===== src/rtl/tlb_inv_pkg.sv =====
package tlb_inv_pkg;
  localparam int ASID_W   = 10;
  localparam int PS_W     = 6;
  localparam int VPPN_LSB = 13;

  typedef enum logic [2:0] {
    OP_ALL       = 3'd0,
    OP_GSEL      = 3'd1,
    OP_ASID      = 3'd2,
    OP_PG_ASID   = 3'd3,
    OP_PG_ASID_G = 3'd4,
    OP_ROW_CLR   = 3'd5,
    OP_ROW_FLUSH = 3'd6,
    OP_NONE      = 3'd7
  } inv_op_e;

  typedef enum logic [1:0] {
    WALK_ALL = 2'd0,
    WALK_ROW = 2'd1,
    WALK_FA  = 2'd2
  } walk_e;
endpackage


===== src/rtl/tlb_inv_decode.sv =====
module tlb_inv_decode
  import tlb_inv_pkg::*;
#(
  parameter int ROWS  = 256,
  parameter int WAYS  = 8,
  parameter int FA_N  = 64,
  parameter int IDX_W = 12
) (
  input  inv_op_e          op,
  input  logic [IDX_W:0]   index,
  output walk_e            mode,
  output logic [IDX_W-1:0] last,
  output logic             noop
);
  localparam int SA_N  = ROWS * WAYS;
  localparam int TOTAL = SA_N + FA_N;
  localparam logic [IDX_W:0]   SA_I    = (IDX_W+1)'(SA_N);
  localparam logic [IDX_W:0]   TOTAL_I = (IDX_W+1)'(TOTAL);
  localparam logic [IDX_W-1:0] LAST_ALL = IDX_W'(TOTAL - 1);
  localparam logic [IDX_W-1:0] LAST_ROW = IDX_W'(WAYS - 1);
  localparam logic [IDX_W-1:0] LAST_FA  = IDX_W'(FA_N - 1);

  always_comb begin
    mode = WALK_ALL;
    last = LAST_ALL;
    noop = 1'b0;
    case (op)
      OP_ROW_CLR, OP_ROW_FLUSH: begin
        if (index < SA_I) begin
          mode = WALK_ROW;
          last = LAST_ROW;
        end else if (index < TOTAL_I) begin
          mode = WALK_FA;
          last = LAST_FA;
        end else begin
          noop = 1'b1;
        end
      end
      OP_NONE: noop = 1'b1;
      default: begin
        mode = WALK_ALL;
        last = LAST_ALL;
      end
    endcase
  end
endmodule


===== src/rtl/tlb_inv_walk.sv =====
module tlb_inv_walk
  import tlb_inv_pkg::*;
#(
  parameter int ROWS  = 256,
  parameter int WAYS  = 8,
  parameter int IDX_W = 12,
  parameter int ROW_W = 8
) (
  input  walk_e            mode,
  input  logic [ROW_W-1:0] row,
  input  logic [IDX_W-1:0] cnt,
  output logic [IDX_W-1:0] idx
);
  localparam logic [IDX_W-1:0] ROWS_I = IDX_W'(ROWS);
  localparam logic [IDX_W-1:0] SA_I   = IDX_W'(ROWS * WAYS);

  // Way-major numbering: way w of row r is entry w*ROWS + r.
  function automatic logic [IDX_W-1:0] row_member(input logic [IDX_W-1:0] way,
                                                  input logic [ROW_W-1:0] r);
    return way * ROWS_I + IDX_W'(r);
  endfunction

  always_comb begin
    case (mode)
      WALK_ROW: idx = row_member(cnt, row);
      WALK_FA:  idx = SA_I + cnt;
      default:  idx = cnt;
    endcase
  end
endmodule


===== src/rtl/tlb_inv_match.sv =====
module tlb_inv_match
  import tlb_inv_pkg::*;
#(
  parameter int VA_W  = 48,
  parameter int SA_N  = 2048,
  parameter int IDX_W = 12
) (
  input  inv_op_e                    op,
  input  logic [ASID_W-1:0]          asid,
  input  logic                       gsel,
  input  logic [VA_W-1:0]            va,
  input  logic [PS_W-1:0]            shared_ps,
  input  logic [IDX_W-1:0]           entry_idx,
  input  logic                       ent_en,
  input  logic                       ent_g,
  input  logic [ASID_W-1:0]          ent_asid,
  input  logic [VA_W-VPPN_LSB-1:0]   ent_vppn,
  input  logic [PS_W-1:0]            ent_ps,
  output logic                       hit
);
  localparam logic [IDX_W-1:0] SA_I = IDX_W'(SA_N);

  // Bits above ps+1 must agree; the pair-select bit and the offset are ignored.
  function automatic logic page_hit(input logic [VA_W-1:0] a,
                                    input logic [VA_W-VPPN_LSB-1:0] vppn,
                                    input logic [PS_W-1:0] ps);
    logic [VA_W-1:0] ent_va;
    logic [VA_W-1:0] keep;
    ent_va = {vppn, {VPPN_LSB{1'b0}}};
    keep   = {VA_W{1'b1}} << ({1'b0, ps} + 7'd1);
    return ((a ^ ent_va) & keep) == '0;
  endfunction

  logic [PS_W-1:0] eff_ps;
  logic            asid_eq;
  logic            pg_eq;

  assign eff_ps  = (entry_idx < SA_I) ? shared_ps : ent_ps;
  assign asid_eq = (ent_asid == asid);
  assign pg_eq   = page_hit(va, ent_vppn, eff_ps);

  always_comb begin
    case (op)
      OP_ALL:       hit = ent_en;
      OP_GSEL:      hit = ent_en && (ent_g == gsel);
      OP_ASID:      hit = ent_en && !ent_g && asid_eq;
      OP_PG_ASID:   hit = ent_en && !ent_g && asid_eq && pg_eq;
      OP_PG_ASID_G: hit = ent_en && (ent_g || asid_eq) && pg_eq;
      OP_ROW_CLR:   hit = ent_en && !ent_g && asid_eq;
      OP_ROW_FLUSH: hit = ent_en;
      default:      hit = 1'b0;
    endcase
  end
endmodule


===== src/rtl/tlb_inv_seq.sv =====
module tlb_inv_seq
  import tlb_inv_pkg::*;
#(
  parameter  int ROWS   = 256,
  parameter  int WAYS   = 8,
  parameter  int FA_N   = 64,
  parameter  int VA_W   = 48,
  localparam int SA_N   = ROWS * WAYS,
  localparam int TOTAL  = SA_N + FA_N,
  localparam int IDX_W  = $clog2(TOTAL),
  localparam int ROW_W  = (ROWS > 1) ? $clog2(ROWS) : 1,
  localparam int VPPN_W = VA_W - VPPN_LSB
) (
  input  logic               clk,
  input  logic               rst_n,
  input  logic               cmd_valid,
  input  logic [2:0]         cmd_op,
  input  logic               cmd_gsel,
  input  logic [31:0]        cmd_info,
  input  logic [VA_W-1:0]    cmd_va,
  input  logic [IDX_W:0]     cmd_index,
  input  logic [ASID_W-1:0]  cur_asid,
  input  logic [PS_W-1:0]    shared_ps,
  output logic               busy,
  output logic               done,
  output logic [IDX_W-1:0]   entry_idx,
  input  logic               ent_en,
  input  logic               ent_g,
  input  logic [ASID_W-1:0]  ent_asid,
  input  logic [VPPN_W-1:0]  ent_vppn,
  input  logic [PS_W-1:0]    ent_ps,
  output logic               clr_we
);
  inv_op_e           op_in;
  walk_e             dec_mode;
  logic [IDX_W-1:0]  dec_last;
  logic              dec_noop;

  logic              busy_q, done_q, gsel_q;
  inv_op_e           op_q;
  walk_e             mode_q;
  logic [ASID_W-1:0] asid_q;
  logic [VA_W-1:0]   va_q;
  logic [PS_W-1:0]   sps_q;
  logic [ROW_W-1:0]  row_q;
  logic [IDX_W-1:0]  cnt_q, last_q;

  // Named events for the checker.
  logic cmd_accept, accept_noop, walk_end, walk_row, hit;
  logic unused_info;

  assign op_in       = inv_op_e'(cmd_op);
  assign cmd_accept  = cmd_valid && !busy_q;
  assign accept_noop = cmd_accept && dec_noop;
  assign walk_end    = busy_q && (cnt_q == last_q);
  assign walk_row    = busy_q && (mode_q == WALK_ROW);
  assign unused_info = ^cmd_info[31:ASID_W];

  tlb_inv_decode #(.ROWS(ROWS), .WAYS(WAYS), .FA_N(FA_N), .IDX_W(IDX_W)) u_dec (
    .op(op_in), .index(cmd_index), .mode(dec_mode), .last(dec_last), .noop(dec_noop)
  );

  tlb_inv_walk #(.ROWS(ROWS), .WAYS(WAYS), .IDX_W(IDX_W), .ROW_W(ROW_W)) u_walk (
    .mode(mode_q), .row(row_q), .cnt(cnt_q), .idx(entry_idx)
  );

  tlb_inv_match #(.VA_W(VA_W), .SA_N(SA_N), .IDX_W(IDX_W)) u_match (
    .op(op_q), .asid(asid_q), .gsel(gsel_q), .va(va_q), .shared_ps(sps_q),
    .entry_idx(entry_idx), .ent_en(ent_en), .ent_g(ent_g), .ent_asid(ent_asid),
    .ent_vppn(ent_vppn), .ent_ps(ent_ps), .hit(hit)
  );

  always_ff @(posedge clk) begin
    if (!rst_n) begin
      busy_q <= 1'b0;
      done_q <= 1'b0;
      gsel_q <= 1'b0;
      op_q   <= OP_NONE;
      mode_q <= WALK_ALL;
      asid_q <= '0;
      va_q   <= '0;
      sps_q  <= '0;
      row_q  <= '0;
      cnt_q  <= '0;
      last_q <= '0;
    end else begin
      done_q <= 1'b0;
      if (cmd_accept) begin
        op_q   <= op_in;
        mode_q <= dec_mode;
        last_q <= dec_last;
        cnt_q  <= '0;
        gsel_q <= cmd_gsel;
        va_q   <= cmd_va;
        sps_q  <= shared_ps;
        row_q  <= ROW_W'(cmd_index % (IDX_W+1)'(ROWS));
        asid_q <= (op_in == OP_ROW_CLR) ? cur_asid : cmd_info[ASID_W-1:0];
        busy_q <= !dec_noop;
        done_q <= dec_noop;
      end else if (busy_q) begin
        if (walk_end) begin
          busy_q <= 1'b0;
          done_q <= 1'b1;
        end else begin
          cnt_q <= cnt_q + 1'b1;
        end
      end
    end
  end

  assign busy   = busy_q;
  assign done   = done_q;
  assign clr_we = busy_q && hit;
endmodule


===== config.mk =====
export PLATFORM = sky130hd
export DESIGN_NAME = tlb_inv_seq
export DESIGN_NICKNAME = d
export VERILOG_FILES = /design/src/rtl/tlb_inv_pkg.sv /design/src/rtl/tlb_inv_decode.sv /design/src/rtl/tlb_inv_walk.sv /design/src/rtl/tlb_inv_match.sv /design/src/rtl/tlb_inv_seq.sv
export SDC_FILE = /design/constraint.sdc
export NUM_CORES = 1
export LEC_CHECK = 0
export ABC_AREA = 1
export BUFFER_PORTS_ARGS = -buffer_cell sky130_fd_sc_hd__buf_4
export CORE_AREA = 2 2 126 128
export CTS_CLUSTER_DIAMETER = 200
export CTS_CLUSTER_SIZE = 12
export DETAILED_ROUTE_END_ITERATION = 16
export DIE_AREA = 0 0 128 130
export PLACE_DENSITY_LB_ADDON = 0.12
export SLEW_MARGIN = 20
export SYNTH_ARGS = -nofsm -noshare
export SYNTH_HDL_FRONTEND = slang
export SYNTH_HIERARCHICAL = 1
export SYNTH_SLANG_ARGS = --single-unit

===== constraint.sdc =====
create_clock -name clk -period 3.7 [get_ports clk]
set_clock_uncertainty 0.2 [all_clocks]
set_input_delay 0.185 -clock clk [delete_from_list [all_inputs] [get_ports clk]]
set_output_delay 0.185 -clock clk [all_outputs]
set_load 0.02 [all_outputs]

==> results of run 1 <==
==> state kept, by name (all words and copies together), names as in the netlist, 2 cells and up <==
signal  count
last_q     12
asid_q     10
op_q        3
row_q       8
mode_q      2
va_q       48
sps_q       6
cnt_q      12
==> cells by family after synthesis <==
kind of cell,Yosys count,share of synthesized area [%]
flip-flops,104,34.57
buffers and inverters,117,10.18
other,2,0.1247
adder cells (fa/ha/maj),7,1.454
AND/OR/NAND/NOR,430,31.97
XOR/XNOR,44,6.398
AO/OA/AOI/OAI,125,15.31
==> worst min-delay path, stage by stage <==
cell and delay [ns]:
buf_4 0.07, nor2_1 0.04, nand3_1 0.08, nand2_1 0.05
nand2_1 0.05, nand2_1 0.04, o21ai_0 0.05
==> per-stage QoR <==
stage,utilization (%),cells,total power [W]
finish,57.19,1265,0.002934
global route,57.19,1265,0.003088
CTS,56.12,1261,0.002949
detailed placement,46.97,1149,0.001843
global placement,46.97,1149,0.001843
floorplan,-,835,0.001640
==> final timing paths <==
kind | endpoint | from | cells past startpoint | slack, ns
setup / recovery | clr_we | mode_q[0] | 24 | 0.10
hold / removal | last_q[11] | cmd_index[10] | 7 | 0.05
setup reg to reg | asid_q[7] | busy | 8 | 1.10
hold reg to reg | row_q[4] | row_q[4] | 1 | 0.28
==> what timing repair did <==
item | CTS | global route
setup buffers | 5 | 3
setup endpoints to repair | 1 | 1
gates cloned | 3 | 3
endpoints found under the hold margin | 78 | 0
hold buffers | 88 | 0
resized for setup | 27 | 37
pin swaps | 11 | 25
==> layer usage <==
metal  routed length, um  vias to the layer above  share of wire, %  track usage, %
met5                   0                        -                 0               0
met4                 265                        0               1.5           7.240
met3                 921                       17               5.1           4.223
met2                8221                      161                46           33.47
met1                8504                     2796                47           29.41
li1                    -                     3215                 -               -
==> placed cells by master, fill, tap and decap left out, types with 3 or more instances in the layout <==
cell	count
nand2_1	205
buf_4	172
dfxtp_1	102
dlygate4sd3_1	88
nor2_1	77
a22o_1	71
nand3_1	51
inv_1	50
xor2_1	37
nand4_1	33
o21ai_1	22
o21ai_0	16
nand2_2	15
inv_2	14
nand2_4	13
nor2_2	12
clkbuf_16	11
nand3_2	8
conb_1	8
xnor2_1	7
a21oi_1	6
buf_6	5
nor2_4	4
ha_1	4
nor4_1	3
buf_12	3
nand3b_1	3
ha_4	3
==> final cells by class <==
class | count | area (um2) | share of cell area (%)
clock buffer | 9 | 225.2 | 2.553
clock inverter | 7 | 80.08 | 0.9077
inverter | 67 | 256.5 | 2.907
multi-input combinational | 615 | 3570 | 40.46
sequential | 104 | 2085 | 23.63
tap | 192 | 240.2 | 2.723
timing repair buffer | 271 | 2366 | 26.82
==> power by group through the flow <==
stage	sequential [W]	clock (W)	combinational, W
after floorplan	0.00126	0	0.000379
after global placement	0.00128	0	0.000566
after detailed placement	0.00128	0	0.000568
after CTS	0.00125	0.00103	0.000673
after global routing	0.00126	0.00106	0.000765
final	0.00125	0.000990	0.000690
==> impl_metrics.csv, run 1 <==
group,metric,value,unit
power,power.internal,0.002080,W
drt,drtAntennaViolNets,0,
drt,drt-total-wl,17.91,mm
logic_synthesis,post-synth-top-area-cell,"dfxtp_1",
cells_and_area,drive_gt1_share,26.10,%
job,maxCapViolCount,0,
logic_synthesis,synth_most_common_cell,"nand2_1",
logic_synthesis,synthArstFlopShare,0,%
sta,setup_ws,0.1017,ns
place,io_buffers,161,
clock_network,cts_tree,"done",
logic_synthesis,syn_area_per_cell,7.266,um2
critical_path,cpMostUsedCell,"nand2_1",
logic_synthesis,synthFlopType,"dfxtp_1",
logic_synthesis,yosysWarnings,6,
clock_network,clkTransAtPathRegs,0.07,ns
logic_synthesis,syn_area,6023,um2
clock_network,h-tree-depth,3,
power,peakVddDrop,0.2478,mV
global_routing,antenna_found_initial,0,
drt,via_per_inst,4.892,
cells_and_area,num-fill-cells,1487,
critical_path,cp_slowest_cell,"dfxtp_2",
power,leakage,4.133,nW
place,dpl_cell_area,7246,um2
critical_path,critical_path_class,"flop to output pin",
sta,max_slew_margin,49.00,%
critical_path,crit_chain,"inv_2 > ha_4 > inv_2 > nand3_2 > nand3_4 > inv_4 > nand2_4 > nand2_4 > ha_4 > inv_4 > nor2_4 > nand4_1 > buf_6 > buf_12 > nand4_1 > nand2_1 > nor2_1 > nand2_1 > nor2_2 > nand4_1 > nand2_1 > nand2_1 > inv_2 > buf_6",
global_routing,track_usage,21.30,%
cells_and_area,synthToLayoutAreaGrowth,46.47,%
sta,timing.final.crit_period,3.598,ns
die,row_count,46,
logic_synthesis,synth_edf_count,0,
die,die_h,130,um
drt,num_vias,6189,
sta,holdWs,0.05181,ns
power,power.share.clock,33.8,%
run_status,run_status,"complete, no violations",
drt,drt_pass1_iterations,5,
sta,rsz0062_at_grt,"yes",
sta,hold_viol_final,0,
clock_network,clkSinkCount,104,
drt,drt_iter0_markers,390,
critical_path,critPathBufInv,8,
drt,wire_per_inst,14.16,um
drt,drc,0,
place,gp_congestion,0.8545,
logic_synthesis,netlist_instances,829,
critical_path,worst_setup_path_start_kind,"flop",
die,core,15420,um2
clock_network,clock_latency,0.36,ns
critical_path,critical_path_required,3.31,ns
global_routing,grt_pass1_wl,28.40,mm
die,ioPinCount,184,
sta,setup_viol,0,
sta,fin_crit_sh,97.25,%
logic_synthesis,synth.area.top_cells,"dfxtp_1, nand2_1, a22o_1",
critical_path,critPathMaxStageDelay,0.34,ns
place,dp_hpwl,12.06,mm
die,die_w,128,um
cells_and_area,final_nets,1244,
global_routing,grt_pass1_vias,5816,
logic_synthesis,ys_types,38,
sta,fmax,0.2779,GHz
power,netSwitchingFraction,29.09,%
clock_network,root_buffer,"clkbuf_16",
cells_and_area,num_antenna_cells,0,
power,power_density,332.5,nW/um2
clock_network,clockBufferDepth,2,
cells_and_area,fin_area,8822,um2
critical_path,cp.arrival,3.21,ns
critical_path,setup.worst_path.end_class,"output pin",
critical_path,crit_fanout,12,
global_routing,grt_max_degree,49,
sta,max_slew.worst_pin.slew,0.7622,ns
sta,drv_slew,0,
place,dp_slack,0.06056,ns
critical_path,path_delay_family,"simple AND/OR/NAND/NOR gates",
sta,fin_setup_tns,0,ns
logic_synthesis,synth_seq_cells,104,
power,power_frac_comb,23.5,%
clock_network,cts_buffers,9,
die,start_util,39.05,%
power,netSwitchingPower,0.0008535,W
die,dieArea,16640,um2
global_routing,gr-total-overflow,0,
logic_synthesis,synth_common_cells,"nand2_1, dfxtp_1, nor2_1, a22o_1, nand3_1",
logic_synthesis,synth_top_cell_area_share,34.57,%
min_path,hold_path.class,"primary input to flop",
logic_synthesis,synth_seq_area_share,34.57,%
power,seq_power_share,42.7,%
Power figures use the tool's default switching activity.
==> inputs of run 2 (changes only) <==
--- a/config.mk
+++ b/config.mk
@@ -13,6 +13,7 @@
 export DETAILED_ROUTE_END_ITERATION = 16
 export DIE_AREA = 0 0 128 130
 export PLACE_DENSITY_LB_ADDON = 0.12
+export RECOVER_POWER = 50
 export SLEW_MARGIN = 20
 export SYNTH_ARGS = -nofsm -noshare
 export SYNTH_HDL_FRONTEND = slang
==> run 2 against run 1 <==
Critical endpoint unchanged; critical path type unchanged; sequential cell count unchanged; first-iteration DRC count shrank 7.4%; non-clock buffer count stayed put; via count is 0.19% higher; highest routed layer unchanged; combinational power down 1%; maximum frequency is 0.44% lower; die area unchanged; core utilization shrank 0.26 points; cell count is the same; setup slack worse by 0.016 ns; largest power group unchanged; the flow now finishes with violations (max-capacitance violations, max-slew violations); worst hold slack better by 0.00079 ns.
==> impl_metrics.csv, run 2 (synthesis gave the netlist of run 1 again) <==
group,metric,value,unit
die,ioPinCount,184,
cells_and_area,regMostFlops,"va_q",
critical_path,cp.arrival,3.23,ns
place,io_buffers,161,
power,power.internal,0.002077,W
sta,fin_setup_tns,0,ns
place,dp_slack,0.06056,ns
power,seq_power_share,42.9,%
critical_path,crit_chain,"inv_2 > ha_4 > inv_2 > nand3_2 > nand3_4 > inv_4 > nand2_4 > nand2_4 > ha_4 > inv_4 > nor2_4 > nand4_1 > buf_6 > buf_12 > nand4_1 > nand2_1 > nor2_1 > nand2_1 > nor2_2 > nand4_1 > nand2_1 > nand2_1 > inv_2 > buf_6",
critical_path,cp_slowest_cell,"dfxtp_2",
sta,max_slew_margin,-54.61,%
cells_and_area,mostFrequentLayoutCell,"nand2_1",
drt,num_vias,6201,
power,netSwitchingPower,0.0008457,W
die,start_util,39.05,%
cells_and_area,final_nets,1244,
cells_and_area,final_util,56.94,%
critical_path,critical_path_class,"flop to output pin",
power,netSwitchingFraction,28.93,%
cells_and_area,final_cell_mix,"nand2_1, buf_4, dfxtp_1, dlygate4sd3_1, nor2_1",
drt,drt_pass1_iterations,5,
cells_and_area,num-fill-cells,1495,
sta,drv_slew,49,
place,dp_hpwl,12.06,mm
clock_network,clock_latency,0.36,ns
sta,setup_viol,0,
die,core,15420,um2
cells_and_area,synthToLayoutAreaGrowth,45.80,%
clock_network,clockBufferDepth,2,
drt,drt_iter0_markers,361,
sta,timing.final.crit_period,3.614,ns
drt,via_per_inst,4.902,
critical_path,crit_fanout,12,
clock_network,clkSinkCount,104,
power,power_density,332.8,nW/um2
global_routing,gr-total-overflow,0,
critical_path,cpMostUsedCell,"nand2_1",
power,peakVddDrop,0.2474,mV
sta,fmax,0.2767,GHz
run_status,run_status,"finished, violations left",
cells_and_area,num_antenna_cells,0,
clock_network,h-tree-depth,3,
drt,drtAntennaViolNets,0,
drt,drc,0,
run_status,violations,"max-capacitance violations, max-slew violations",
critical_path,critPathMaxStageDelay,0.34,ns
sta,setup_ws,0.08578,ns
die,die_h,130,um
drt,drt-total-wl,17.92,mm
cells_and_area,finalNonFillerCells,1265,
cells_and_area,drive_gt1_share,25.35,%
drt,wire_per_inst,14.17,um
cells_and_area,top_regs,"va_q x48, cnt_q x12, last_q x12",
global_routing,grt_pass1_vias,5816,
sta,rsz0062_at_grt,"yes",
clock_network,cts_buffers,9,
clock_network,cts_tree,"done",
critical_path,path_delay_family,"simple AND/OR/NAND/NOR gates",
critical_path,worst_setup_path_start_kind,"flop",
min_path,hold_path.class,"primary input to flop",
global_routing,track_usage,21.30,%
global_routing,grt_max_degree,49,
sta,max_slew.worst_pin.slew,2.319,ns
place,gp_congestion,0.8545,
critical_path,critical_path_required,3.31,ns
global_routing,grt_pass1_wl,28.40,mm
power,power.share.clock,33.8,%
critical_path,setup.worst_path.end_class,"output pin",
sta,fin_crit_sh,97.68,%
place,place_inst,1149,
die,die_w,128,um
critical_path,rrSetupSlack,0.48,ns
clock_network,clkTransAtPathRegs,0.07,ns
clock_network,root_buffer,"clkbuf_16",
sta,hold_viol_final,0,
cells_and_area,largest_reg_flops,48,
die,dieArea,16640,um2
die,row_count,46,
global_routing,antenna_found_initial,0,
job,maxCapViolCount,1,
power,leakage,4.121,nW
critical_path,critPathBufInv,8,
power,power_frac_comb,23.3,%
run 2: stage by stage:
stage                     total power, W  instance area, um2  hold slack (ns)
after CTS                       0.002949                8657          0.04187
after floorplan                 0.001640                6046           0.1188
after global routing            0.003079                8782           0.1364
after detailed placement        0.001843                7246           0.2111
final                           0.002923                8782          0.05261
after global placement          0.001843                7246           0.2079
run 2: final timing paths:
check / start / to / cells after the start
max: mode_q[0] / clr_we / 24
min: cmd_index[10] / last_q[11] / 7
max reg2reg: busy / row_q[0] / 5
min reg2reg: row_q[4] / row_q[4] / 1
run 2: layout make-up:
cell class                 count  area, um2  share of cell area [%]
multi-input combinational    615       3540                   40.30
tap                          192      240.2                   2.735
clock inverter                 7      80.08                  0.9118
clock buffer                   9      225.2                   2.564
inverter                      67      256.5                   2.921
sequential                   104       2085                   23.74
timing repair buffer         271       2356                   26.83
run 2: what timing repair did:
| item | CTS | global route |
|---|---|---|
| hold endpoints to repair | 78 | 0 |
| cloned | 3 | 3 |
| resized for setup | 27 | 37 |
| pin swaps | 11 | 25 |
| setup buffers | 5 | 3 |
| hold buffers | 88 | 0 |
| endpoints found under the setup margin | 1 | 1 |
run 2: tightest hold or removal path: cells and delay by family:
family	cells	cell delay (ns)
buffers and inverters	1	0.07
AOI/OAI and AO/OA	1	0.05
and+or+nand+nor	5	0.26
run 2: routing by layer:
layer | GRT usage [%] | vias up | wire length (um)
met1 | 29.41 | 2782 | 8462
met5 | 0 | - | 0
li1 | - | 3220 | -
met4 | 7.240 | 0 | 266
met3 | 4.223 | 18 | 999
met2 | 33.47 | 181 | 8194
run 2: power groups by stage:
stage | Combinational (W) | Clock (W) | Sequential, W
6_report | 0.000681 | 0.000989 | 0.00125
4_1_cts | 0.000673 | 0.00103 | 0.00125
2_1_floorplan | 0.000379 | 0 | 0.00126
3_5_place_dp | 0.000568 | 0 | 0.00128
5_1_grt | 0.000756 | 0.00106 | 0.00126
3_3_place_gp | 0.000566 | 0 | 0.00128
